--- src/rtl/ecc_cls_pkg.sv ---
package ecc_cls_pkg;
  typedef enum logic [1:0] {
    ST_CLEAN    = 2'b00,
    ST_DATA_FIX = 2'b01,
    ST_CODE_ERR = 2'b10,
    ST_FATAL    = 2'b11
  } ecc_status_e;
endpackage

--- src/rtl/ecc_syndrome_gen.sv ---
module ecc_syndrome_gen #(
  parameter int PAIRS = 12,
  localparam int SYN_W = 2 * PAIRS
) (
  input  logic [SYN_W-1:0] calc_ecc,
  input  logic [SYN_W-1:0] stored_ecc,
  output logic [SYN_W-1:0] syn,
  output logic [PAIRS-1:0] pair_flip,
  output logic [PAIRS-1:0] odd_bits
);
  assign syn = calc_ecc ^ stored_ecc;

  for (genvar k = 0; k < PAIRS; k++) begin : g_pair
    assign pair_flip[k] = syn[2*k+1] ^ syn[2*k];
    assign odd_bits[k]  = syn[2*k+1];
  end
endmodule

--- src/rtl/ecc_classifier.sv ---
module ecc_classifier
  import ecc_cls_pkg::*;
#(
  parameter int PAIRS = 12,
  localparam int SYN_W = 2 * PAIRS,
  localparam int WT_W  = $clog2(SYN_W + 1)
) (
  input  logic [SYN_W-1:0] syn,
  input  logic [PAIRS-1:0] pair_flip,
  output ecc_status_e      status,
  output logic [WT_W-1:0]  weight
);
  function automatic logic [WT_W-1:0] ones_of(input logic [SYN_W-1:0] v);
    logic [WT_W-1:0] n;
    n = '0;
    for (int i = 0; i < SYN_W; i++) n = n + WT_W'(v[i]);
    return n;
  endfunction

  always_comb begin
    weight = ones_of(syn);
    if (syn == '0)                  status = ST_CLEAN;
    else if (&pair_flip)            status = ST_DATA_FIX;
    else if (weight == WT_W'(1))    status = ST_CODE_ERR;
    else                            status = ST_FATAL;
  end
endmodule

--- src/rtl/ecc_byte_fixer.sv ---
module ecc_byte_fixer #(
  parameter int ADDR_W    = 9,
  parameter int BIT_IDX_W = 3,
  localparam int BYTE_W   = 2 ** BIT_IDX_W
) (
  input  logic                 fix_en,
  input  logic                 is_fixable,
  input  logic [ADDR_W-1:0]    err_addr,
  input  logic [BIT_IDX_W-1:0] err_bit,
  input  logic [ADDR_W-1:0]    data_addr,
  input  logic [BYTE_W-1:0]    data_byte,
  output logic                 hit,
  output logic [BYTE_W-1:0]    out_byte
);
  logic [BYTE_W-1:0] flip_mask;

  assign hit       = fix_en & is_fixable & (data_addr == err_addr);
  assign flip_mask = BYTE_W'(1) << err_bit;
  assign out_byte  = hit ? (data_byte ^ flip_mask) : data_byte;
endmodule

--- src/rtl/ecc_syndrome_check.sv ---
module ecc_syndrome_check
  import ecc_cls_pkg::*;
#(
  parameter int PAIRS     = 12,
  parameter int BIT_IDX_W = 3,
  localparam int SYN_W    = 2 * PAIRS,
  localparam int ADDR_W   = PAIRS - BIT_IDX_W,
  localparam int BYTE_W   = 2 ** BIT_IDX_W
) (
  input  logic                 clk,
  input  logic                 rst_n,
  input  logic                 in_valid,
  output logic                 in_ready,
  input  logic [SYN_W-1:0]     calc_ecc,
  input  logic [SYN_W-1:0]     stored_ecc,
  input  logic                 fix_en,
  input  logic [ADDR_W-1:0]    data_addr,
  input  logic [BYTE_W-1:0]    data_byte,
  output logic                 out_valid,
  output logic [1:0]           status,
  output logic [ADDR_W-1:0]    err_addr,
  output logic [BIT_IDX_W-1:0] err_bit,
  output logic [BYTE_W-1:0]    out_byte
);
  localparam int WT_W = $clog2(SYN_W + 1);

  // named internal events
  logic [SYN_W-1:0]     syn_w;
  logic [PAIRS-1:0]     pair_flip_w;
  logic [PAIRS-1:0]     odd_bits_w;
  ecc_status_e          class_w;
  logic [WT_W-1:0]      weight_w;
  logic                 accept_w;
  logic                 fixable_w;
  logic [ADDR_W-1:0]    loc_addr_w;
  logic [BIT_IDX_W-1:0] loc_bit_w;
  logic                 fix_hit_w;
  logic [BYTE_W-1:0]    fixed_byte_w;

  ecc_syndrome_gen #(.PAIRS(PAIRS)) u_gen (
    .calc_ecc   (calc_ecc),
    .stored_ecc (stored_ecc),
    .syn        (syn_w),
    .pair_flip  (pair_flip_w),
    .odd_bits   (odd_bits_w)
  );

  ecc_classifier #(.PAIRS(PAIRS)) u_cls (
    .syn       (syn_w),
    .pair_flip (pair_flip_w),
    .status    (class_w),
    .weight    (weight_w)
  );

  assign accept_w   = in_valid & in_ready;
  assign fixable_w  = (class_w == ST_DATA_FIX);
  assign loc_addr_w = fixable_w ? odd_bits_w[PAIRS-1:BIT_IDX_W] : '0;
  assign loc_bit_w  = fixable_w ? odd_bits_w[BIT_IDX_W-1:0]     : '0;

  ecc_byte_fixer #(.ADDR_W(ADDR_W), .BIT_IDX_W(BIT_IDX_W)) u_fix (
    .fix_en     (fix_en),
    .is_fixable (fixable_w),
    .err_addr   (loc_addr_w),
    .err_bit    (loc_bit_w),
    .data_addr  (data_addr),
    .data_byte  (data_byte),
    .hit        (fix_hit_w),
    .out_byte   (fixed_byte_w)
  );

  always_ff @(posedge clk) begin
    if (!rst_n) begin
      in_ready  <= 1'b0;
      out_valid <= 1'b0;
      status    <= 2'b00;
      err_addr  <= '0;
      err_bit   <= '0;
      out_byte  <= '0;
    end else begin
      in_ready  <= 1'b1;
      out_valid <= accept_w;
      if (accept_w) begin
        status   <= class_w;
        err_addr <= loc_addr_w;
        err_bit  <= loc_bit_w;
        out_byte <= fixed_byte_w;
      end
    end
  end

  // a result follows every acceptance by one cycle
  assert_result_follows_R9: assert property (@(posedge clk) disable iff (!rst_n)
    accept_w |=> out_valid);
  assert_no_spurious_R9: assert property (@(posedge clk) disable iff (!rst_n)
    !accept_w |=> !out_valid);
  // clean status only from a zero syndrome
  assert_clean_zero_R1: assert property (@(posedge clk) disable iff (!rst_n)
    (out_valid && status == 2'b00) |-> ($past(syn_w) == '0));
  // repairable status only when every pair contributed one bit
  assert_fix_weight_R2: assert property (@(posedge clk) disable iff (!rst_n)
    (out_valid && status == 2'b01) |-> ($countones($past(syn_w)) == PAIRS));
  // code-field status only from a lone syndrome bit
  assert_code_single_R4: assert property (@(posedge clk) disable iff (!rst_n)
    (out_valid && status == 2'b10) |-> ($countones($past(syn_w)) == 1));
  // location is zero unless repairable
  assert_loc_zero_R6: assert property (@(posedge clk) disable iff (!rst_n)
    (out_valid && status != 2'b01) |-> (err_addr == '0 && err_bit == '0));
  // repair never changes more than one bit
  assert_one_flip_R7: assert property (@(posedge clk) disable iff (!rst_n)
    out_valid |-> ($countones(out_byte ^ $past(data_byte)) <= 1));
  // repair disabled means pass-through
  assert_pass_R8: assert property (@(posedge clk) disable iff (!rst_n)
    (out_valid && !$past(fix_en)) |-> (out_byte == $past(data_byte)));
endmodule

--- config.mk ---
export PLATFORM = sky130hd
export DESIGN_NAME = ecc_syndrome_check
export DESIGN_NICKNAME = d
export VERILOG_FILES = /design/src/rtl/ecc_cls_pkg.sv /design/src/rtl/ecc_syndrome_gen.sv /design/src/rtl/ecc_classifier.sv /design/src/rtl/ecc_byte_fixer.sv /design/src/rtl/ecc_syndrome_check.sv
export SDC_FILE = /design/constraint.sdc
export NUM_CORES = 1
export LEC_CHECK = 0
export BUFFER_PORTS_ARGS = -buffer_cell sky130_fd_sc_hd__buf_4
export CORE_MARGIN = 2
export CORE_UTILIZATION = 55
export DETAILED_ROUTE_END_ITERATION = 10
export PLACE_DENSITY = 0.88
export SKIP_CTS_REPAIR_TIMING = 1
export SYNTH_ARGS = -nofsm -noshare
export SYNTH_HDL_FRONTEND = slang
export SYNTH_HIERARCHICAL = 1
export SYNTH_SLANG_ARGS = --single-unit
--- constraint.sdc ---
create_clock -name clk -period 14.3 [get_ports clk]
set_clock_uncertainty 0.05 [all_clocks]
set_input_delay 0.715 -clock clk [delete_from_list [all_inputs] [get_ports clk]]
set_output_delay 0.715 -clock clk [all_outputs]
set_load 0.01 [all_outputs]
# Word level (Yosys, flattened, before mapping)

Cells that the tools add are included.

Flip-flop bits (word level): 24
Bits of input ports: 69
Output and inout port bits: 24

$add $sub $neg: 23
Equality and inequality tests: 3
Shifts and indexed selects: 1
Mux-type cells: 7
Bitwise gates (word level): 17
Reductions and logical operators: 2

Operator list:

| operator                                            | number |
|---|---|
| adder 5 x 1 -> 5 bit                                | 22 |
| logical NOT 24 bit                                  | 1 |
| bitwise XOR 24 bit                                  | 1 |
| AND reduction 12 bit                                | 1 |
| bitwise XOR 1 bit                                   | 12 |
| equality test 9 bit                                 | 1 |
| two-way mux 9 bit                                   | 1 |
| two-way mux 8 bit                                   | 1 |
| << shifter 1 x 3 -> 8 bit, first input constant     | 1 |
| bitwise XOR 8 bit                                   | 1 |
| equality test 5 x 1 -> 1 bit, second input constant | 1 |
| two-way mux 2 bit                                   | 2 |
| AND 1 bit                                           | 3 |
| two-way mux 3 bit                                   | 1 |
| adder 1 x 1 -> 2 bit                                | 1 |
| equality test 2 x 1 -> 1 bit, second input constant | 1 |
| two-way mux 1 bit                                   | 2 |

# Depth between registers and ports, before layout

Gate-level depths: netlist of the first run.

Word-level depth: 33
Depth in mapped cells: 25
Mapped depth without buffers: 23

# Hierarchy

The synthesis of the first run kept the hierarchy.

Modules (own cells, without submodules):

| module             | instances | cells an instance | area each (um^2) | seq. area each (um^2) |
|---|---|---|---|---|
| ecc_syndrome_check | 1         | 116               | 1,097.3          | 480.5 |
| ecc_classifier     | 1         | 90                | 725.7            | 0.0 |
| ecc_byte_fixer     | 1         | 46                | 427.9            | 0.0 |
| ecc_syndrome_gen   | 1         | 48                | 405.4            | 0.0 |

# Worst setup path before layout of the first run

OpenSTA, ideal clock, no wires.

Path kind: input-to-reg
Start: in stored_ecc[5]
End: reg out_byte[0]
Setup time: 0.070 ns
Data arrival time: 6.157 ns
Data required time: 14.180 ns
Setup slack: 8.023 ns
Stages on the path: 25
Buffers on the path: 2
Path through: xor2_1 buf_4 inv_1 fa_1 fa_1 fa_1 fa_1 fa_1 inv_1 ha_1 inv_1 fa_1 nand2b_1 a21oi_1 nor4_1 a21oi_1 buf_6 nand3b_1 inv_1 xnor2_1 nand3_2 nor4_2 xor2_1 nand3_1 a21oi_1

Word-level cells in the longest chain between the ends: 29
Elaborated cells between the ends (all ways): 36
Those cells by class: add/sub (19); eq/ne (3); shift (1); mux (6); bitwise (5); reduce/logical (2)

RTL lines:

| item                                | RTL line                 | RTL |
|---|---|---|
| start, declared                     | ecc_syndrome_check.sv:15 | `input logic [SYN_W-1:0] stored_ecc,` |
| bitwise XOR 24 bit                  | ecc_syndrome_gen.sv:11   | `assign syn = calc_ecc ^ stored_ecc;` |
| via syn_w[5]                        | ecc_syndrome_check.sv:28 | `logic [SYN_W-1:0] syn_w;` |
| adder 5 x 1 -> 5 bit (19 in series) | ecc_classifier.sv:16     | `for (int i = 0; i < SYN_W; i++) n = n + WT_W'(v[i]);` |
| via weight_w[4]                     | ecc_syndrome_check.sv:32 | `logic [WT_W-1:0] weight_w;` |
| equality test 5 x 1 -> 1 bit        | ecc_classifier.sv:24     | `else if (weight == WT_W'(1)) status = ST_CODE_ERR;` |
| two-way mux 1 bit                   | ecc_classifier.sv:24     |  |
| two-way mux 2 bit                   | ecc_classifier.sv:23     | `else if (&pair_flip) status = ST_DATA_FIX;` |
| two-way mux 2 bit                   | ecc_classifier.sv:22     | `if (syn == '0) status = ST_CLEAN;` |
| via class_w[0]                      | ecc_syndrome_check.sv:31 | `ecc_status_e class_w;` |
| equality test 2 x 1 -> 1 bit        | ecc_syndrome_check.sv:56 | `assign fixable_w = (class_w == ST_DATA_FIX);` |
| two-way mux 9 bit                   | ecc_syndrome_check.sv:57 | `assign loc_addr_w = fixable_w ? odd_bits_w[PAIRS-1:BIT_IDX_W] : '0;` |
| via loc_addr_w[6]                   | ecc_syndrome_check.sv:35 | `logic [ADDR_W-1:0] loc_addr_w;` |
| equality test 9 bit                 | ecc_byte_fixer.sv:17     | `assign hit = fix_en & is_fixable & (data_addr == err_addr);` |
| AND 1 bit                           | ecc_byte_fixer.sv:17     |  |
| two-way mux 8 bit                   | ecc_byte_fixer.sv:19     | `assign out_byte = hit ? (data_byte ^ flip_mask) : data_byte;` |
| via fixed_byte_w[0]                 | ecc_syndrome_check.sv:38 | `logic [BYTE_W-1:0] fixed_byte_w;` |
| end signal, assigned                | ecc_syndrome_check.sv:86 | `out_byte <= fixed_byte_w;` |
| end, declared                       | ecc_syndrome_check.sv:23 | `output logic [BYTE_W-1:0] out_byte` |

The timed path passes the listed nets, and every way through them passes these cells.
A chain may end at the register's enable or synchronous reset.

# Final worst setup path of the first run

Start: in stored_ecc[5]
End: reg out_byte[0]

Word-level cells in the longest chain between the ends: 29
Elaborated cells between the ends (all ways): 36
Those cells by class: add/sub (19); eq/ne (3); shift (1); mux (6); bitwise (5); reduce/logical (2)

RTL lines:

| item                                | RTL line                 | RTL |
|---|---|---|
| bitwise XOR 24 bit                  | ecc_syndrome_gen.sv:11   |  |
| via odd_bits_w[2]                   | ecc_syndrome_check.sv:30 | `logic [PAIRS-1:0] odd_bits_w;` |
| adder 5 x 1 -> 5 bit (19 in series) | ecc_classifier.sv:16     |  |
| via weight_w[4]                     | ecc_syndrome_check.sv:32 |  |
| equality test 5 x 1 -> 1 bit        | ecc_classifier.sv:24     |  |
| two-way mux 1 bit                   | ecc_classifier.sv:24     |  |
| two-way mux 2 bit                   | ecc_classifier.sv:23     |  |
| two-way mux 2 bit                   | ecc_classifier.sv:22     |  |
| via class_w[0]                      | ecc_syndrome_check.sv:31 |  |
| equality test 2 x 1 -> 1 bit        | ecc_syndrome_check.sv:56 |  |
| two-way mux 9 bit                   | ecc_syndrome_check.sv:57 |  |
| via loc_addr_w[0]                   | ecc_syndrome_check.sv:35 |  |
| equality test 9 bit                 | ecc_byte_fixer.sv:17     |  |
| AND 1 bit                           | ecc_byte_fixer.sv:17     |  |
| two-way mux 8 bit                   | ecc_byte_fixer.sv:19     |  |
| via fixed_byte_w[0]                 | ecc_syndrome_check.sv:38 |  |

The timed path passes the listed nets, and every way through them passes these cells.

==> results of run 1 <==
-- worst min path at each step --
stage                      from           to  slack, ns  depth (start not counted)
floorplan           err_addr[5]  err_addr[5]       0.44                          2
global placement    err_addr[8]  err_addr[8]       0.42                          2
CTS                 err_addr[7]  err_addr[7]       0.45                          2
detailed placement  err_addr[7]  err_addr[7]       0.43                          2
finish              err_addr[7]  err_addr[7]       0.45                          2
global route        err_addr[7]  err_addr[7]       0.46                          2
-- flip-flops by register name, summed over array words and instances (netlist names) --
name,flops
err_bit,3
status,2
out_byte,8
in_ready,1
err_addr,9
out_valid,1
-- report_power, final --
group / internal (mW) / switching [mW]
clock network: 0.0374 / 0.0213
registers: 0.0694 / 0.00217
logic: 0.148 / 0.186
-- routing by layer --
layer  wire (um)  share of wire (%)
met1        2610                 39
met2        3400                 51
met3         550                8.2
met4         165                2.5
met5           0                  0
-- layout make-up --
cell class | count | area, sq um
multi-input combinational | 195 | 1780
fill | 352 | 1370
timing repair buffer | 92 | 691
sequential | 24 | 480
inverter | 55 | 206
tap | 54 | 67.6
clock buffer | 3 | 41.3
clock inverter | 1 | 30.0
-- metrics by stage --
| step | instance area, sq um | util [%] | std cells |
|---|---|---|---|
| 2_1_floorplan | 2640 | - | 296 |
| 3_3_place_gp | 3220 | 69.2 | 420 |
| 3_5_place_dp | 3220 | 69.2 | 420 |
| 4_1_cts | 3290 | 70.7 | 424 |
| 5_1_grt | 3290 | 70.7 | 424 |
| 6_report | 3290 | 70.7 | 424 |
-- worst reg2reg max path, delay by kind of cell, from the launching register on --
kind | cells | cell delay, ns
AND/OR/NAND/NOR | 1 | 0.50
flip-flops | 1 | 0.84
AO/OA/AOI/OAI | 1 | 0.31
==> summary.txt, run 1 <==
WP data arrival - 7.31 ns
Initial DRT Pass Iterations - 4
Worst setup EP type - flip-flop
Clock-pin slew on the worst setup and hold paths - 0.08 ns
Met3 usage - 5.76%
Cell row count - 25
# diodes - 0
Routed wire length - 6.73 mm
CP dominant cell by count - fa_1
Clock latency on the worst-skew pair - 0.26 ns
Worst r2r dst - err_bit[2]
Critical path depth - 24
H-tree level count - 1
Most frequent cells in the layout - 92 x buf_4, 54 x inv_1, 45 x xor2_1
Number of global-route vias before repair - 2,345
WP data required - 14.43 ns
Tmin final - 7.18 ns
Final WS setup - 7.12 ns
WL/cell - 15.9 um
GRT Max-Usage Layer - met2
Max-cap viol count - 0
Die height - 73.3 um
RSZ-0062 raised after global routing - false
Starting Density - 56.6%
Num CTS Buffers - 3
VDD IR max - 0.000112 V
Fraction of layout cells with a size suffix above 1 - 32.4%
Die area - 0.00537 sq mm
Final Setup Violations - 0
Internal reg-to-reg setup slack - 12.52 ns
Total number of vias - 2,341
CP Capture Point - out_byte[0]
Post-route setup TNS - 0 ns
CTS Buffer Depth - 2
Cells after synthesis - 296
# DRC - 0
Fin crit share - 50.2%
Area growth, synth to finish - 24.8%
Slew HR - 40.5%
Mean Syn Cell Area - 8.91 sq um
Slew Limit Fails - 0
Slowest CP cell - a21oi_1
Lkg Pwr - 1.64 nW
Gr ovfl total - 0
Final GP Congestion - 1.01
CP Max Fanout - 14
CTS root buf - clkbuf_8
Final nets - 464
CP Launch Type - input pin
Sink Count - 24
Core area - 0.00466 sq mm
HPWL after DPL - 5.54 mm
Mapped Area - 0.00264 sq mm
Gr usage total - 25.8%
ANT nets after route - 0
Global routing met2 resource utilization - 44.8%
Worst setup startpoint - stored_ecc[5]
Status - completed
Cell Pwr Density - 141 mW/mm^2
Critical-path cell list - buf_4 > xor2_1 > inv_1 > fa_1 > fa_1 > fa_1 > fa_1 > fa_1 > inv_1 > ha_1 > inv_1 > fa_1 > nand2b_1 > a21oi_1 > nor4_1 > a21oi_1 > nand3b_1 > inv_1 > xnor2_1 > nand3_2 > nor4_2 > xor2_1 > nand3_1 > a21oi_1
Max Freq - 139 MHz
Pre-CTS setup slack - 6.92 ns
Yosys warning count - 6
DR iter-0 viols - 154
Cells on worst reg2reg path - 2
Met1 track demand over resource - 31.7%
Vias/cell - 5.52
Kind of cell adding the most delay to the critical path - adder cells
Hold_ws - 0.446 ns
Power, Total - 465 uW
Port bufs - 92
Initial antenna violation count - 0
Largest stage delay, worst path - 0.72 ns
R2R Path Start - in_ready
Tightest Hold Check Type - flip-flop to flip-flop
# IOs - 93
Slew @ Worst Pin - 0.892 ns
Critical path class - input pin to flip-flop
Leading cell type in the layout, fill and taps excluded - buf_4
Buffer and inverter count on the worst path - 5
Largest net degree at the start of global routing - 24
Syn nets - 389
Final Hold Fails - 0
Width of the die - 73.3 um
CTS tree - yes
Wire length of the first global-routing pass - 10.6 mm
No activity file was read; power rests on OpenSTA's default activity.
==> run 2, diff against run 1 <==
- ABC_AREA: default -> 1
- CORE_UTILIZATION: 55 -> 54
- PLACE_DENSITY: 0.88 -> 0.83
- clock period: 14.3 -> 6.85 ns (I/O delays scaled with it)
==> run 2 against run 1 <==
  * Synthesized area up 24%
  * Sequential cell count unchanged
  * Synthesized cell count up 100%
  * Count of clock-buffer cells in the layout up 1
  * Total power up 84%
==> summary.txt, run 2 <==
Biggest regs - err_addr: 9 flops, out_byte: 8 flops, err_bit: 3 flops
H-tree level count - 1 (unchanged)
Max Freq - 173 MHz
Wire length of the first global-routing pass - 12.8 mm (+20%)
WP data arrival - 5.91 ns (-1.40 ns)
Tightest Hold Check Type - input pin to flip-flop
DR iter-0 viols - 158 (+2.6%)
Slew HR - 71.9% (+31 points)
Gr usage total - 23.9% (-1.9 points)
Clock-pin slew on the worst setup and hold paths - 0.08 ns (about the same)
Routed wire length - 7.77 mm (+16%)
Pre-CTS setup slack - 0.863 ns (-6.05 ns)
Slew Limit Fails - 0 (unchanged)
Largest stage delay, worst path - 0.55 ns (-0.17 ns)
Num CTS Buffers - 3 (unchanged)
Syn nets - 685 (+76%)
Post-route setup TNS - 0 ns (unchanged)
Placed cells - 740 (+76%)
Mapped Area - 0.00327 sq mm (+24%)
CTS root buf - clkbuf_8
Most frequent cells in the layout - 247 x nand2_1, 148 x inv_1, 93 x buf_4
Vias/cell - 4.73 (-14%)
Initial antenna violation count - 0 (unchanged)
CP dominant cell by count - nand2_1
Max reg flops - 9 (unchanged)
Util after Layout - 67.3% (-3.4 points)
CP Launch Type - input pin
Initial DRT Pass Iterations - 5 (+1)
CP Max Fanout - 14 (unchanged)
WP data required - 6.96 ns (-7.47 ns)
Mean Syn Cell Area - 5.53 sq um (-38%)
Lkg Pwr - 2.58 nW (+57%)
# IOs - 93 (unchanged)
Final Hold Fails - 0 (unchanged)
Layout Cells excl Fill - 744 (+75%)
Die area - 0.00670 sq mm (+25%)
VDD IR max - 0.000185 V (+65%)
Final Instance Area - 0.00396 sq mm (+20%)
Status - completed
Port bufs - 92 (unchanged)
Leading cell type in the layout, fill and taps excluded - nand2_1
CTS tree - yes
WL/cell - 10.4 um (-34%)
Fraction of layout cells with a size suffix above 1 - 17.6% (-15 points)
Total number of vias - 3,519 (+50%)
Area growth, synth to finish - 20.9%
Final GP Congestion - 0.910 (-10%)
Fin crit share - 84.6%
Width of the die - 81.9 um (+12%)
Largest reg by FF count - err_addr
Max-cap viol count - 0 (unchanged)
Tmin final - 5.79 ns
Kind of cell adding the most delay to the critical path - adder cells
# DRC - 0 (unchanged)
Core area - 0.00589 sq mm (+26%)
Slowest CP cell - fa_1
Cell row count - 28 (+12%)
Cell Pwr Density - 216 mW/mm^2 (+53%)
Die height - 81.9 um (+12%)
Yosys warning count - 6 (unchanged)
Critical path class - input pin to flip-flop
HPWL after DPL - 6.68 mm (+21%)
Buffer and inverter count on the worst path - 8 (+3)
Sink Count - 24 (unchanged)
Number of global-route vias before repair - 3,157 (+35%)
ANT nets after route - 0 (unchanged)
Cells after synthesis - 592 (+100%)
Final WS setup - 1.06 ns (-6.07 ns)
CTS Buffer Depth - 2 (unchanged)
RSZ-0062 raised after global routing - false
Final nets - 763 (+64%)
Final Setup Violations - 0 (unchanged)
Clock latency on the worst-skew pair - 0.27 ns (about the same)
# diodes - 0 (unchanged)
Starting Density - 55.6% (-0.98 points)
Worst setup EP type - flip-flop
Largest net degree at the start of global routing - 25 (+4.2%)
Slew @ Worst Pin - 0.420 ns (-0.472 ns)
Cell Area, Placed - 0.00390 sq mm (+21%)
Gr ovfl total - 0 (unchanged)
-- run 2: cell count changes in the layout (fill, tap and decap cells not counted), sizes merged, moves of 12 or more --
cell / change
nand2: +246
inv: +94
xor2: -39
nor2: +36
nor4: -13
o22ai: -12
-- run 2: metal layers --
layer	up-vias	global-route usage (%)	share of wire (%)
met2	119	45.4	50
met1	1545	28.7	41
li1	1838	-	-
met4	0	6.83	2.2
met3	17	1.43	6.7
met5	-	0	0
-- run 2: worst reg2reg max path: stages, from the launching register on --
cell	delay, ns
dfxtp_1	0.35
nand2_2	0.26
inv_2	0.40
nand2_1	0.12
nand2_1	0.10
inv_1	0.05
-- run 2: power by group --
part / switching (mW) / internal, mW / leakage (nW)
registers: 0.00487 / 0.149 / 0.198
logic: 0.355 / 0.252 / 2.35
clock network: 0.0439 / 0.0513 / 0.0288
-- run 2: final cells by class --
class / count / area [sq um]
tap: 75 / 93.8
inverter: 150 / 563
fill: 559 / 1930
timing repair buffer: 93 / 698
multi-input combinational: 398 / 2070
clock buffer: 4 / 55.1
sequential: 24 / 480
-- run 2: final timing paths --
| check | start | end | slack [ns] | cells past startpoint |
|---|---|---|---|---|
| max | calc_ecc[7] | out_byte[0] | 1.06 | 32 |
| min reg2reg | out_byte[6] | out_byte[6] | 0.44 | 2 |
| min | rst_n | in_ready | 0.21 | 1 |
| max reg2reg | in_ready | err_addr[5] | 5.42 | 5 |
-- run 2: per-stage QoR --
stage | power, mW | hold slack [ns]
floorplan | 0.618 | 0.320
global placement | 0.718 | 0.418
detailed placement | 0.757 | 0.424
CTS | 0.853 | 0.205
global route | 0.954 | 0.211
finish | 0.856 | 0.208
==> run 3, diff against run 2 <==
- clock period: 6.85 -> 5.55 ns (I/O delays scaled with it)
==> run 3 against run 2 <==
  * Critical path depth unchanged
  * Setup slack worse by 0.98 ns
  * Critical path type unchanged
  * Non-clock buffer count up 32
==> summary.txt, run 3 (synthesis results as in run 2) <==
Status - completed
Final WS setup - 0.0715 ns (-0.985 ns)
Biggest regs - err_addr: 9 flops, out_byte: 8 flops, err_bit: 3 flops
Core area - 0.00589 sq mm (unchanged)
Power, Total - 1.22 mW (+43%)
Gr ovfl total - 0 (unchanged)
Initial antenna violation count - 0 (unchanged)
ANT nets after route - 0 (unchanged)
Pre-CTS setup slack - -0.174 ns (-1.04 ns)
Clock latency on the worst-skew pair - 0.27 ns (about the same)
Number of global-route vias before repair - 3,319 (+5.1%)
Post-route setup TNS - 0 ns (unchanged)
Tightest Hold Check Type - input pin to flip-flop
Hold path depth - 1 (unchanged)
# DRC - 0 (unchanged)
Num CTS Buffers - 3 (unchanged)
Initial DRT Pass Iterations - 5 (unchanged)
Slew @ Worst Pin - 0.508 ns (+0.0878 ns)
WP data arrival - 5.60 ns (-0.31 ns)
Max Freq - 183 MHz
DR iter-0 viols - 116 (-27%)
H-tree level count - 1 (unchanged)
WP data required - 5.67 ns (-1.29 ns)
CTS Buffer Depth - 2 (unchanged)
Gr usage total - 24.0% (+0.093 points)
Final Instance Area - 0.00445 sq mm (+12%)
Final nets - 795 (+4.2%)
CP Launch Type - input pin
Sink Count - 24 (unchanged)
# IOs - 93 (unchanged)
Largest net degree at the start of global routing - 25 (unchanged)
Area growth, synth to finish - 35.9%
Lkg Pwr - 2.73 nW (+5.8%)
Final GP Congestion - 0.912 (+0.26%)
# diodes - 0 (unchanged)
Cell row count - 28 (unchanged)
Hold_ws - 0.160 ns (-0.0474 ns)
Worst setup EP type - flip-flop
Max reg flops - 9 (unchanged)
Fraction of layout cells with a size suffix above 1 - 33.0% (+15 points)
Cells on worst reg2reg path - 5 (unchanged)
Vias/cell - 4.72 (-0.31%)
Fin crit share - 98.7%
CTS tree - yes
R2R Path Start - in_ready
Wire length of the first global-routing pass - 13.0 mm (+1.5%)
Most frequent cells in the layout - 216 x nand2_1, 113 x inv_1, 109 x buf_4
Leading cell type in the layout, fill and taps excluded - nand2_1
Largest stage delay, worst path - 0.56 ns (about the same)
Final Setup Violations - 0 (unchanged)
Slew HR - 66.1% (-5.8 points)
Hold path start - rst_n
CTS root buf - clkbuf_8
Clock-pin slew on the worst setup and hold paths - 0.09 ns (about the same)
Util after Layout - 75.6% (+8.3 points)
Hold EP - in_ready
Max-cap viol count - 0 (unchanged)
Worst r2r dst - err_bit[1]
Placed cells - 765 (+3.4%)
Worst setup startpoint - stored_ecc[0]
WL/cell - 10.9 um (+4.4%)
HPWL after DPL - 6.63 mm (-0.83%)
Final Hold Fails - 0 (unchanged)
Routed wire length - 8.47 mm (+8.9%)
Total number of vias - 3,659 (+4.0%)
VDD IR max - 0.000309 V (+67%)
Cell Pwr Density - 275 mW/mm^2 (+27%)
Slew Limit Fails - 0 (unchanged)
CP Max Fanout - 8 (-6)
RSZ-0062 raised after global routing - true
Slowest CP cell - fa_1
Critical path class - input pin to flip-flop
Largest reg by FF count - err_addr
Width of the die - 81.9 um (unchanged)
Die area - 0.00670 sq mm (unchanged)
Port bufs - 92 (unchanged)
Internal reg-to-reg setup slack - 4.14 ns (-1.28 ns)
Starting Density - 55.6% (unchanged)
Die height - 81.9 um (unchanged)
Layout Cells excl Fill - 776 (+4.3%)
Cell Area, Placed - 0.00409 sq mm (+4.8%)
Tmin final - 5.48 ns
[run 3: changes by cell type in the layout (fill, tap and decap cells not counted), sizes merged]
cell / before / now
bufinv: 0 / 1
inv: 149 / 148
clkinv: 1 / 2
clkbuf: 4 / 3
buf: 93 / 125
[run 3: worst max-delay path by stage]
stage                   to  slack (ns)  depth (start not counted)
3_3_place_gp   out_byte[5]       -0.04                         33
4_1_cts        out_byte[7]        0.04                         34
2_1_floorplan  out_byte[0]        0.03                         35
6_report       out_byte[1]        0.07                         32
5_1_grt        out_byte[1]       -0.19                         34
3_5_place_dp   out_byte[7]       -0.17                         32
[run 3: cell type report]
type	count	area, sq um
clock buffer	3	41.3
clock inverter	1	30.0
fill	461	1440
inverter	150	581
multi-input combinational	398	2210
sequential	24	480
tap	75	93.8
timing repair buffer	125	1010
[run 3: routing by layer]
metal	global-route usage, %	vias up	part of all wire, %
li1	-	1907	-
met3	1.32	14	5.8
met2	47.2	128	52
met4	6.50	0	1.7
met1	27.7	1610	41
met5	0	-	0
[run 3: power by group]
part	internal, mW	switching (mW)
Sequential	0.184	0.00641
Clock	0.0965	0.0570
Combinational	0.376	0.503
[run 3: worst max-delay path, delay by kind of cell]
family	cells	cell delay (ns)
AO/OA/AOI/OAI	1	0.16
buffers and inverters	8	0.57
adder cells (fa/ha/maj)	7	3.11
XOR/XNOR	1	0.15
AND/OR/NAND/NOR	15	1.31
